### config.mk
export PLATFORM = sky130hd
export DESIGN_NAME = tmr16_unit
export DESIGN_NICKNAME = d
export VERILOG_FILES = /design/src/rtl/tmr16_pkg.sv /design/src/rtl/tmr16_sync_edge.sv /design/src/rtl/tmr16_prescale.sv /design/src/rtl/tmr16_pw_fsm.sv /design/src/rtl/tmr16_unit.sv
export SDC_FILE = /design/constraint.sdc
export NUM_CORES = 1
export LEC_CHECK = 0
export CORE_ASPECT_RATIO = 0.6
export CORE_MARGIN = 2
export CORE_UTILIZATION = 25
export DETAILED_ROUTE_END_ITERATION = 10
export PLACE_DENSITY = 0.4
export REMOVE_ABC_BUFFERS = 1
export SYNTH_ARGS = -nofsm -noshare
export SYNTH_HDL_FRONTEND = slang
export SYNTH_SLANG_ARGS = --single-unit
### constraint.sdc
create_clock -name clk -period 3.49 [get_ports clk]
set_input_delay 0.8725 -clock clk [delete_from_list [all_inputs] [get_ports clk]]
set_output_delay 0.8725 -clock clk [all_outputs]
set_load 0.05 [all_outputs]
### src/rtl/tmr16_pkg.sv
package tmr16_pkg;

  typedef enum logic [1:0] {
    MD_OFF   = 2'b00,
    MD_EVENT = 2'b01,
    MD_TIMER = 2'b10,
    MD_WIDTH = 2'b11
  } tmr_mode_e;

  typedef enum logic [1:0] {
    PW_IDLE  = 2'b00,
    PW_ARMED = 2'b01,
    PW_MEAS  = 2'b10,
    PW_DONE  = 2'b11
  } pw_state_e;

  localparam logic [1:0] ADDR_LO  = 2'd0;
  localparam logic [1:0] ADDR_HI  = 2'd1;
  localparam logic [1:0] ADDR_CTL = 2'd2;

  localparam int CTL_MODE_HI = 7;
  localparam int CTL_MODE_LO = 6;
  localparam int CTL_IEN     = 5;
  localparam int CTL_RUN     = 4;
  localparam int CTL_EDGE    = 3;
  localparam int CTL_CLRF    = 0;

endpackage

### src/rtl/tmr16_sync_edge.sv
module tmr16_sync_edge #(
  parameter int STAGES = 2
) (
  input  logic clk,
  input  logic rst_n,
  input  logic pin_i,
  output logic lvl_o,
  output logic rise_o,
  output logic fall_o
);
  logic [STAGES-1:0] sync_q;
  logic              prev_q;

  always_ff @(posedge clk or negedge rst_n) begin
    if (!rst_n) begin
      sync_q <= '0;
      prev_q <= 1'b0;
    end else begin
      sync_q <= {sync_q[STAGES-2:0], pin_i};
      prev_q <= sync_q[STAGES-1];
    end
  end

  assign lvl_o  = sync_q[STAGES-1];
  assign rise_o = sync_q[STAGES-1] & ~prev_q;
  assign fall_o = ~sync_q[STAGES-1] & prev_q;
endmodule

### src/rtl/tmr16_prescale.sv
module tmr16_prescale #(
  parameter int DIV_W = 2
) (
  input  logic clk,
  input  logic rst_n,
  output logic tick_o
);
  logic [DIV_W-1:0] div_q;

  always_ff @(posedge clk or negedge rst_n) begin
    if (!rst_n) div_q <= '0;
    else        div_q <= div_q + 1'b1;
  end

  assign tick_o = &div_q;
endmodule

### src/rtl/tmr16_pw_fsm.sv
module tmr16_pw_fsm
  import tmr16_pkg::*;
(
  input  logic clk,
  input  logic rst_n,
  input  logic arm_i,
  input  logic pre_ok_i,
  input  logic disarm_i,
  input  logic start_i,
  input  logic end_i,
  output logic meas_o,
  output logic done_o
);
  pw_state_e st_q;

  always_ff @(posedge clk or negedge rst_n) begin
    if (!rst_n) begin
      st_q <= PW_IDLE;
    end else if (arm_i) begin
      st_q <= pre_ok_i ? PW_ARMED : PW_IDLE;
    end else if (disarm_i) begin
      st_q <= PW_IDLE;
    end else begin
      unique case (st_q)
        PW_ARMED: if (start_i) st_q <= PW_MEAS;
        PW_MEAS:  if (end_i)   st_q <= PW_DONE;
        default:  st_q <= st_q;
      endcase
    end
  end

  assign meas_o = (st_q == PW_MEAS);
  assign done_o = (st_q == PW_MEAS) && end_i && !arm_i && !disarm_i;
endmodule

### src/rtl/tmr16_unit.sv
module tmr16_unit
  import tmr16_pkg::*;
#(
  parameter int CNT_W       = 16,
  parameter int BUS_W       = 8,
  parameter int SYNC_STAGES = 2,
  parameter int DIV_W       = 2
) (
  input  logic             clk,
  input  logic             rst_n,
  input  logic             bus_wr_en,
  input  logic             bus_rd_en,
  input  logic [1:0]       bus_addr,
  input  logic [BUS_W-1:0] bus_wdata,
  output logic [BUS_W-1:0] bus_rdata,
  input  logic             evt_pin,
  output logic             ovf_flag,
  output logic             irq
);
  localparam int HI_W = CNT_W - BUS_W;

  logic [CNT_W-1:0] cnt_q, preload_q;
  logic [BUS_W-1:0] lo_buf_q;
  logic [7:1]       ctl_q;
  logic             flag_q;
  logic [BUS_W-1:0] rdata_q;

  logic pin_lvl, pin_rise, pin_fall, div_tick;
  logic pw_meas, pw_done;

  tmr_mode_e mode;
  logic      run_en, edge_sel, int_en;
  logic      wr_lo, wr_hi, wr_ctl, rd_hi;
  logic      step_src, cnt_en, cnt_wrap;
  logic      arm, disarm, pre_ok;

  assign mode     = tmr_mode_e'(ctl_q[CTL_MODE_HI:CTL_MODE_LO]);
  assign run_en   = ctl_q[CTL_RUN];
  assign edge_sel = ctl_q[CTL_EDGE];
  assign int_en   = ctl_q[CTL_IEN];

  assign wr_lo  = bus_wr_en && (bus_addr == ADDR_LO);
  assign wr_hi  = bus_wr_en && (bus_addr == ADDR_HI);
  assign wr_ctl = bus_wr_en && (bus_addr == ADDR_CTL);
  assign rd_hi  = bus_rd_en && (bus_addr == ADDR_HI);

  tmr16_sync_edge #(.STAGES(SYNC_STAGES)) u_sync (
    .clk    (clk),
    .rst_n  (rst_n),
    .pin_i  (evt_pin),
    .lvl_o  (pin_lvl),
    .rise_o (pin_rise),
    .fall_o (pin_fall)
  );

  tmr16_prescale #(.DIV_W(DIV_W)) u_div (
    .clk    (clk),
    .rst_n  (rst_n),
    .tick_o (div_tick)
  );

  // Arming uses the edge select being written, so TE and TON land together.
  assign arm    = wr_ctl && bus_wdata[CTL_RUN]
                  && (bus_wdata[CTL_MODE_HI:CTL_MODE_LO] == MD_WIDTH);
  assign disarm = wr_ctl && !arm;
  assign pre_ok = (pin_lvl != bus_wdata[CTL_EDGE]);

  tmr16_pw_fsm u_pw (
    .clk      (clk),
    .rst_n    (rst_n),
    .arm_i    (arm),
    .pre_ok_i (pre_ok),
    .disarm_i (disarm),
    .start_i  (edge_sel ? pin_rise : pin_fall),
    .end_i    (edge_sel ? pin_fall : pin_rise),
    .meas_o   (pw_meas),
    .done_o   (pw_done)
  );

  always_comb begin
    unique case (mode)
      MD_EVENT: step_src = edge_sel ? pin_rise : pin_fall;
      MD_TIMER: step_src = div_tick;
      MD_WIDTH: step_src = div_tick && pw_meas;
      default:  step_src = 1'b0;
    endcase
  end

  assign cnt_en   = run_en && step_src;
  assign cnt_wrap = cnt_en && (&cnt_q);

  // Counter and reload value
  always_ff @(posedge clk or negedge rst_n) begin
    if (!rst_n) begin
      cnt_q     <= '0;
      preload_q <= '0;
    end else begin
      if (wr_hi) preload_q <= {bus_wdata[HI_W-1:0], lo_buf_q};
      if (wr_hi && !run_en)  cnt_q <= {bus_wdata[HI_W-1:0], lo_buf_q};
      else if (cnt_wrap)     cnt_q <= preload_q;
      else if (cnt_en)       cnt_q <= cnt_q + 1'b1;
    end
  end

  // Shared low-byte holding register
  always_ff @(posedge clk or negedge rst_n) begin
    if (!rst_n)     lo_buf_q <= '0;
    else if (wr_lo) lo_buf_q <= bus_wdata;
    else if (rd_hi) lo_buf_q <= cnt_q[BUS_W-1:0];
  end

  // Control register, flag
  always_ff @(posedge clk or negedge rst_n) begin
    if (!rst_n) begin
      ctl_q  <= '0;
      flag_q <= 1'b0;
    end else begin
      if (wr_ctl)       ctl_q <= bus_wdata[7:1];
      else if (pw_done) ctl_q[CTL_RUN] <= 1'b0;
      if (cnt_wrap)                            flag_q <= 1'b1;
      else if (wr_ctl && bus_wdata[CTL_CLRF])  flag_q <= 1'b0;
    end
  end

  // Read port
  always_ff @(posedge clk or negedge rst_n) begin
    if (!rst_n) begin
      rdata_q <= '0;
    end else if (bus_rd_en) begin
      unique case (bus_addr)
        ADDR_LO:  rdata_q <= lo_buf_q;
        ADDR_HI:  rdata_q <= {{(BUS_W-HI_W){1'b0}}, cnt_q[CNT_W-1:BUS_W]};
        ADDR_CTL: rdata_q <= {ctl_q, flag_q};
        default:  rdata_q <= '0;
      endcase
    end
  end

  assign bus_rdata = rdata_q;
  assign ovf_flag  = flag_q;
  assign irq       = flag_q && int_en;
endmodule

## After elaboration in Yosys (flattened, before gate mapping)

Cells that the tools add are included.
Widths: inputs -> output; s select.

| operators by class | value |
|---|---|
| $add $sub $neg | 2 |
| equal/unequal tests | 11 |
| multiplexer cells | 19 |
| bitwise gates (word level) | 4 |
| reduce and logical (&&, ||, !) cells | 28 |

Operator list:

| kind | number |
|---|---|
| $mux 16 | 3 |
| $pmux 8 s3 | 1 |
| $add 16x1->16 const B | 1 |
| $logic_and 1x1->1 | 16 |
| $mux 8 | 2 |
| $reduce_and 16->1 | 1 |
| $eq 2x2->1 const B | 5 |
| $mux 2 | 4 |
| $ne 4x1->1 const B | 2 |
| $mux 1 | 7 |
| $eq 2x1->1 const B | 3 |
| $reduce_bool 2->1 | 3 |
| $pmux 2 s2 | 1 |
| $reduce_bool 4->1 | 1 |
| $logic_not 1->1 | 3 |
| $pmux 1 s3 | 1 |
| $reduce_and 3->1 | 1 |
| $reduce_bool 3->1 | 1 |
| $add 2x1->2 const B | 1 |
| $and 1x1->1 | 2 |
| $logic_not 2->1 | 1 |
| $not 1->1 | 2 |
| $reduce_and 2->1 | 1 |
| $ne 1x1->1 | 1 |

| storage, ports and cells | value |
|---|---|
| register bits | 63 |
| input port bits | 15 |
| logic and storage cells | 75 |

## Depth between registers and ports, before layout

Gate-level depths: netlist of the first run.

| depth | value |
|---|---|
| depth in word-level cells | 10 |
| depth in mapped cells | 7 |

## Hierarchy

From an unflattened synthesis of the first run, not the netlist that was laid out.

| second synthesis, totals | value |
|---|---|
| cell total of the unflattened synthesis | 325 |
| area, all modules | 3,315.7 µm² |

Modules (own cells, without submodules):

| module | instances | cells each | area each (µm²) | sequential area each (µm²) |
|---|---|---|---|---|
| tmr16_unit | 1 | 299 | 2,995.4 | 1,401.3 |
| tmr16_pw_fsm | 1 | 17 | 163.9 | 50.0 |
| tmr16_sync_edge | 1 | 5 | 90.1 | 75.1 |
| tmr16_prescale | 1 | 4 | 66.3 | 50.0 |

## Worst setup path before layout of the first run

OpenSTA, ideal clock, no wires.

| timing path | value |
|---|---|
| path kind | input to register |
| from | in bus_addr[1] |
| to | reg lo_buf_q[5] |
| library setup time | 0.136 ns |
| arrival | 1.891 ns |
| data required time | 3.354 ns |
| path slack | 1.463 ns |
| stages on the path | 4 |
| cells stage by stage | clkbuf_1 nor3b_1 clkbuf_1 o21ai_0 |

| on the way | value |
|---|---|
| longest elaborated chain between the ends | 3 |

RTL lines:

| element | RTL line | text |
|---|---|---|
| start, declared | tmr16_unit.sv:13 | `input logic [1:0] bus_addr,` |
| $eq 2x1->1 / $logic_not 2->1 (equally long branches) | tmr16_unit.sv:45, tmr16_unit.sv:42 |  |
| $logic_and 1x1->1, on equally long branches | tmr16_unit.sv:45, tmr16_unit.sv:42 |  |
| $reduce_bool 2->1 (no source line) / $mux 8 (equally long branches) | - |  |
| end signal, assigned | tmr16_unit.sv:108 | `else if (wr_lo) lo_buf_q <= bus_wdata;` |
| end signal, assigned | tmr16_unit.sv:109 | `else if (rd_hi) lo_buf_q <= cnt_q[BUS_W-1:0];` |
| end, declared | tmr16_unit.sv:23 | `logic [BUS_W-1:0] lo_buf_q;` |

Several ways; a longest one is shown, not always the timed one.
A chain may end at the register's enable or synchronous reset.

## Final worst setup path of the first run

| timing path | value |
|---|---|
| from | in bus_addr[1] |
| to | reg cnt_q[2] |

| on the way | value |
|---|---|
| longest elaborated chain between the ends | 4 |

RTL lines:

| element | RTL line | text |
|---|---|---|
| $eq 2x1->1 * | tmr16_unit.sv:43 | `assign wr_hi = bus_wr_en && (bus_addr == ADDR_HI);` |
| $logic_and 1x1->1 * | tmr16_unit.sv:43 |  |
| $logic_and 1x1->1 * | tmr16_unit.sv:99 | `if (wr_hi && !run_en) cnt_q <= {bus_wdata[HI_W-1:0], lo_buf_q};` |
| $reduce_bool 3->1 (no source line) / $mux 16 (equally long branches) | - |  |
| end signal, assigned | tmr16_unit.sv:99 |  |
| end signal, assigned | tmr16_unit.sv:100 | `else if (cnt_wrap) cnt_q <= preload_q;` |
| end signal, assigned | tmr16_unit.sv:101 | `else if (cnt_en) cnt_q <= cnt_q + 1'b1;` |
| end, declared | tmr16_unit.sv:22 | `logic [CNT_W-1:0] cnt_q, preload_q;` |

Every way passes the cells marked *; elsewhere a longest branch is shown, timed or not.

==> summary.md, run 1 <==
| Metric | Value |
|---|---|
| Post-synthesis xor/xnor area fraction | between 2 and 3% |
| Initial antenna violation count | 0 |
| Footprint of the multi-input gates | 1546 sq um |
| Top delay family on crit path | simple AND/OR/NAND/NOR gates |
| Max Slew Vio Count | 0 |
| Place WS | 0.5632 ns |
| Number of diodes | 0 |
| Vias | 2631 |
| Main combinational cell family by area after synthesis | simple AND/OR/NAND/NOR gates |
| DP Area | 3704 sq um |
| Root buffer cell | clkbuf_16 |
| Commonest non-fill, non-tap cell in the layout | dfrtp_1 |
| Core area | 12770 sq um |
| CP max stage cell | nor2_1 |
| CP Data Arrival Time | 2.79 ns |
| Tot GR Track Use | 14.65% |
| RSZ-0062 raised after global routing | no |
| Final Cell Area | a little over 4000 sq um |
| Post-synth cell types | 44 |
| Clock Latency Late Sink | 0.34 ns |
| Routability cong. | approximately 0.78 |
| Fraction of registers with async set/reset | 100.0% |
| Yosys warnings | 0 |
| Critical path data required time | 3.71 ns |
| CTS buffer count | 9 |
| Synth Area in Compound Gates | roughly an eighth |
| Critical Path Fanout Max | 20 |
| Fin Clk Skew | 0.008845 ns |
| Clock Pin Slew Worst Setup and Hold Paths | 0.06 ns |
| Largest net degree at the start of global routing | 36 |
| Final setup viols | 0 |
| Initial DRC count | around 200 |
| Setup CP Type | input port to register |
| Die ar. | 13960 sq um |
| H-tree levels | 3 |
| CP max stage delay | 0.56 ns |
| Cells after synthesis | 342 |
| Type of the worst min-delay path | register to register |
| Final hold vios | 0 |
| Final net count | 385 |
| Peak VDD IR | between 0.2 and 0.25 mV |
| Die Span Y | 92.33 microns |
| Global-route wire length before repair | 15.32 mm |
| DRC | 0 |
| Tmin final | roughly 2.6 ns |
| Setup slack after layout | 0.9154 ns |
| IO Pins | 25 |
| Max Cap Viol | 0 |
| Startpoint types | input port |
| Worst-margin pin slew | 0.9302 ns |
| Area delta synth->final | 23.86% |
| Postcts setup bufs | 0 |
| Relative slew slack | 37.99% |
| Post-synthesis simple-gate area fraction | 19.82% |
| Reg area | between 1500 and 2000 sq um |
| Core Rows | 32 |
| Run status | completed |
| Die W | 151.2 microns |
| Register area share after synthesis | 48.50% |
| Cts hold-fix bufs | 0 |
| Syn avg cell area | 9.505 sq um |
| Crit. End Element | register |
| Synth Cell Area | around 3300 sq um |
| Hpwl dp | 6.862 mm |
| Clock tree buffer depth | 2 |
| Synthesis-stage register bit count | 63 |
| Initial Util | 25.45% |
| CTS-repair resized insts | 0 |
| Number of clock sinks | 63 |
| WL per Instance | 17.25 microns |
| Period utilization | 73.77% |
| Hold Slack | around 0.36 ns |
| PwrDens | 700.4 nW/um^2 |
| CP Cell Sequence | clkdlybuf4s50_1 -> nand3b_1 -> buf_4 -> nor2_1 -> mux2i_1 -> a221o_1 |
| Mux contribution to synthesized area | 11.32% |
| Post-Synth Adder-Cell Area | 0.7698% |
| Ys flop type | dfrtp_1 |
| Antenna Nets Post-Route | 0 |
| Vias/cell | slightly below 5 |
| Most frequent cells in the layout | dfrtp_1 (63), nand2_1 (52), nor2_1 (35) |
| Layout cells sized above 1 | 13.14% |
| CTS tree | yes |
| Overflow after GRT | 0 |
| Drt first pass iters | 4 |
| WL final | 9.367 mm |
| Pleak | 0.001751 uW |
| Fmax | 388.4 MHz |
| Vias in the first global route | between 2000 and 3000 |
| I/O Buffers | 24 |
| EDFF count, synth | 0 |
| CP bufs+invs | 2 |
| Sum of negative setup slack | 0 ns |
| Filler instances | ~1300 |
## final timing paths
check	from	end	slack (ns)	cells after the start
max reg2reg	ctl_q[3]	cnt_q[0]	1.12	6
max in group asynchronous	rst_n	u_div.div_q[0]	2.27	2
min	u_sync.sync_q[0]	u_sync.sync_q[1]	0.36	0
min reg2reg	u_sync.sync_q[0]	u_sync.sync_q[1]	0.36	0
min in group asynchronous	rst_n	preload_q[1]	0.58	1
max	bus_addr[1]	cnt_q[2]	0.92	6
## through the flow
stage,util (%),instances,power (uW)
finish,31.52,543,2820
global route,31.52,543,3001
CTS,31.52,543,2852
detailed placement,29.00,527,1866
global placement,29.00,527,1868
floorplan,-,323,1596
## power breakdown
part	internal (uW)	switching (uW)
Clock	625	340
Sequential	938	269
Combinational	299	348
Total	1860	958
## worst reg2reg max path, delay by kind of cell, from the launching register on
family                 cells  cell delay [ns]
multiplexers               1             0.12
buffers and inverters      1             0.31
AO/OA/AOI/OAI              2             1.03
AND/OR/NAND/NOR            2             0.33
flip-flops                 1             0.47
## registers in the layout, summed over array words and instances (netlist names), 2 cells and up
name,flops
bus_rdata,8
cnt_q,16
ctl_q,7
lo_buf_q,8
preload_q,16
u_div.div_q,2
u_pw.st_q,2
u_sync.sync_q,2
## logic make-up (layout without fill, tap and decap cells)
group	after synthesis	in the layout
and+or+nand+nor	134	134
buffers and inverters	31	62
muxes	35	35
AOI/OAI and AO/OA	67	67
adders and majority gates	2	2
DFF	63	63
xor gates and xnor gates	10	10
## cell usage after synthesis (3+ instances only)
cell type,instances,area (sq um)
xor2_1,5,43.79
nand2_1,52,195.2
dfrtp_1,63,1577
xnor2_1,5,43.79
buf_2,5,25.02
and2_1,3,18.77
o21ai_0,18,90.09
inv_1,12,45.04
nand2b_1,4,25.02
nand3_1,14,70.07
a21oi_1,28,140.1
nor3b_1,3,22.52
mux2_2,14,157.7
clkbuf_1,11,41.29
o221ai_1,4,35.03
nor2_1,35,131.4
mux2i_1,21,210.2
nand4_1,5,31.28
nor3_1,3,15.01
nand3b_1,3,22.52
o211ai_1,4,30.03
## metal layers
layer,vias up,track usage (%),wire length (microns)
met4,0,3.037,59
met3,7,4.581,805
met1,1293,23.99,4996
met5,-,0,0
met2,79,18.02,3505
li1,1252,-,-
## cell type report
cell class,count,share of cell area (%)
sequential,63,39.15
multi-input combinational,248,38.41
timing repair buffer,34,8.017
clock buffer,9,5.594
tap,170,5.283
clock inverter,7,2.424
inverter,12,1.119
No activity file was read; power rests on OpenSTA's default activity.
==> run 2, diff against run 1 <==
clock period = 2.6 ns   (was 3.49 ns; I/O delays follow)
==> run 2 against run 1 <==
  * Count of clock-buffer cells in the layout grew 3
  * Total power grew 29%
  * Utilization shrank 0.13 points
  * Highest routed layer unchanged
  * Worst setup slack lost 0.66 ns
  * Non-clock buffer count grew 3
  * Clock power grew 18%
  * Global-route usage grew 0.54 points
  * Critical endpoint is now irq
  * Via count shrank 1.7%
==> summary.md, run 2 (synthesized netlist as in run 1, its figures left out) <==
| Metric | Value |
|---|---|
| Run status | completed |
| Die W | 151.2 microns (unchanged) |
| Tot GR Track Use | 15.19% (+0.54 points) |
| WL final | 9.594 mm (+2.4%) |
| Setup CP Type | register to output port |
| Largest net degree at the start of global routing | 64 (+78%) |
| Worst-margin pin slew | 0.5751 ns (-0.3551 ns) |
| Final hold vios | 0 (unchanged) |
| CP max stage delay | 0.79 ns (+0.23 ns) |
| Final setup viols | 0 (unchanged) |
| RSZ-0062 raised after global routing | no |
| Overflow after GRT | 0 (unchanged) |
| Period utilization | 90.10% |
| PwrDens | 908.7 nW/um^2 (+30%) |
| Vias in the first global route | 2588 (-2.3%) |
| Clock tree buffer depth | 2 (unchanged) |
| Filler instances | 1342 (+2.4%) |
| Die Span Y | 92.33 microns (unchanged) |
| DRC | 0 (unchanged) |
| CP Cell Sequence | and2_1 -> clkdlybuf4s50_1 |
| IO Pins | 25 (unchanged) |
| H-tree levels | 3 (unchanged) |
| Hpwl dp | 6.926 mm (+0.94%) |
| Crit. End Element | output port |
| Critical Path Fanout Max | 4 (-80%) |
| Most frequent cells in the layout | dfrtp_1 (63), nand2_1 (52), nor2_1 (35) |
| Drt first pass iters | 4 (unchanged) |
| CTS buffer count | 9 (unchanged) |
| Number of clock sinks | 63 (unchanged) |
| Biggest regs | cnt_q: 16 flops, preload_q: 16 flops |
| Critical path data required time | 1.95 ns (-1.76 ns) |
| Core Rows | 32 (unchanged) |
| CTS tree | yes |
| CP bufs+invs | 1 (-1) |
| Startpoint types | register |
| Postcts setup bufs | 0 (unchanged) |
| CP max stage cell | clkdlybuf4s50_1 |
| CTS-repair resized insts | 0 (unchanged) |
| Pleak | 0.001753 uW (about the same) |
| I/O Buffers | 24 (unchanged) |
| Type of the worst min-delay path | input port to asynchronous set/reset pin |
| Sum of negative setup slack | 0 ns (unchanged) |
| Routability cong. | 0.8123 (+4.7%) |
| Vias | 2586 (-1.7%) |
| Worst reg2reg startpoint | cnt_q[0] |
| WL per Instance | 17.60 microns (+2.0%) |
| Die ar. | 13960 sq um (unchanged) |
| Commonest non-fill, non-tap cell in the layout | dfrtp_1 |
| Number of diodes | 0 (unchanged) |
| Initial antenna violation count | 0 (unchanged) |
| Max Slew Vio Count | 0 (unchanged) |
| Top delay family on crit path | buffers and inverters |
| Tmin final | 2.343 ns |
| Place WS | 0.2610 ns (-0.3022 ns) |
| Fin Clk Skew | 0.005210 ns (-0.003635 ns) |
| Footprint of the multi-input gates | 1546 sq um (unchanged) |
| Initial Util | 25.45% (unchanged) |
| Global-route wire length before repair | 15.57 mm (+1.6%) |
| Antenna Nets Post-Route | 0 (unchanged) |
| Setup slack after layout | 0.2573 ns (-0.6581 ns) |
| Final net count | 388 (+0.78%) |
| Vias/cell | 4.745 (-2.1%) |
| Layout cells sized above 1 | 13.60% (+0.46 points) |
| Fmax | roughly 430 MHz |
| Root buffer cell | clkbuf_16 |
| CP Data Arrival Time | 1.69 ns (-1.10 ns) |
| Core area | 12770 sq um (unchanged) |
| Start point of the critical path | ovf_flag |
| Max Cap Viol | 0 (unchanged) |
| Clock Pin Slew Worst Setup and Hold Paths | 0.05 ns (about the same) |
| Initial DRC count | 147 (-27%) |
| Clock Latency Late Sink | 0.33 ns (about the same) |
| Cts hold-fix bufs | 0 (unchanged) |
| Reg area | 1577 sq um (unchanged) |
| Area delta synth->final | 23.36% |
| Peak VDD IR | 0.3240 mV (+40%) |
| Relative slew slack | 61.58% (+24 points) |
## run 2: report_power, final
| part | switching, uW | internal (uW) | leakage, uW |
|---|---|---|---|
| registers | 363 | 1260 | 0.000775 |
| logic | 478 | 403 | 0.000837 |
| clock network | 426 | 713 | 0.000140 |
## run 2: final cells by class
| type | instances | area share (%) |
|---|---|---|
| Clock inverter | 3 | 0.4368 |
| Timing Repair Buffer | 37 | 8.612 |
| Multi-Input combinational cell | 248 | 38.56 |
| Sequential cell | 63 | 39.31 |
| Clock buffer | 12 | 6.646 |
| Tap cell | 170 | 5.304 |
| Inverter | 12 | 1.123 |
## run 2: final timing paths
path,depth (start not counted),endpoint,slack [ns]
worst max-delay path,2,irq,0.26
worst min-delay path,2,preload_q[2],0.29
worst max register to register,6,cnt_q[1],0.53
worst min register to register,0,u_sync.sync_q[1],0.35
max in group asynchronous,2,lo_buf_q[2],1.95
min in group clk,0,u_sync.sync_q[1],0.35
## run 2: layer usage
metal	track usage [%]	share of wire (%)	vias up
met4	3.505	0.85	0
li1	-	-	1256
met2	17.95	35	42
met1	25.75	60	1280
met5	0	0	-
met3	4.089	4.1	8
## run 2: stage by stage
step | power (uW) | instances | utilization, % | hold WS [ns] | instance area, sq um
2_1_floorplan | 2143 | 323 | - | 0.3312 | 3168
3_3_place_gp | 2506 | 530 | 29.17 | 0.3335 | 3726
3_5_place_dp | 2523 | 530 | 29.17 | 0.3347 | 3726
4_1_cts | 3699 | 545 | 31.40 | 0.3456 | 4010
5_1_grt | 3882 | 545 | 31.40 | 0.3619 | 4010
6_report | 3644 | 545 | 31.40 | 0.2934 | 4010
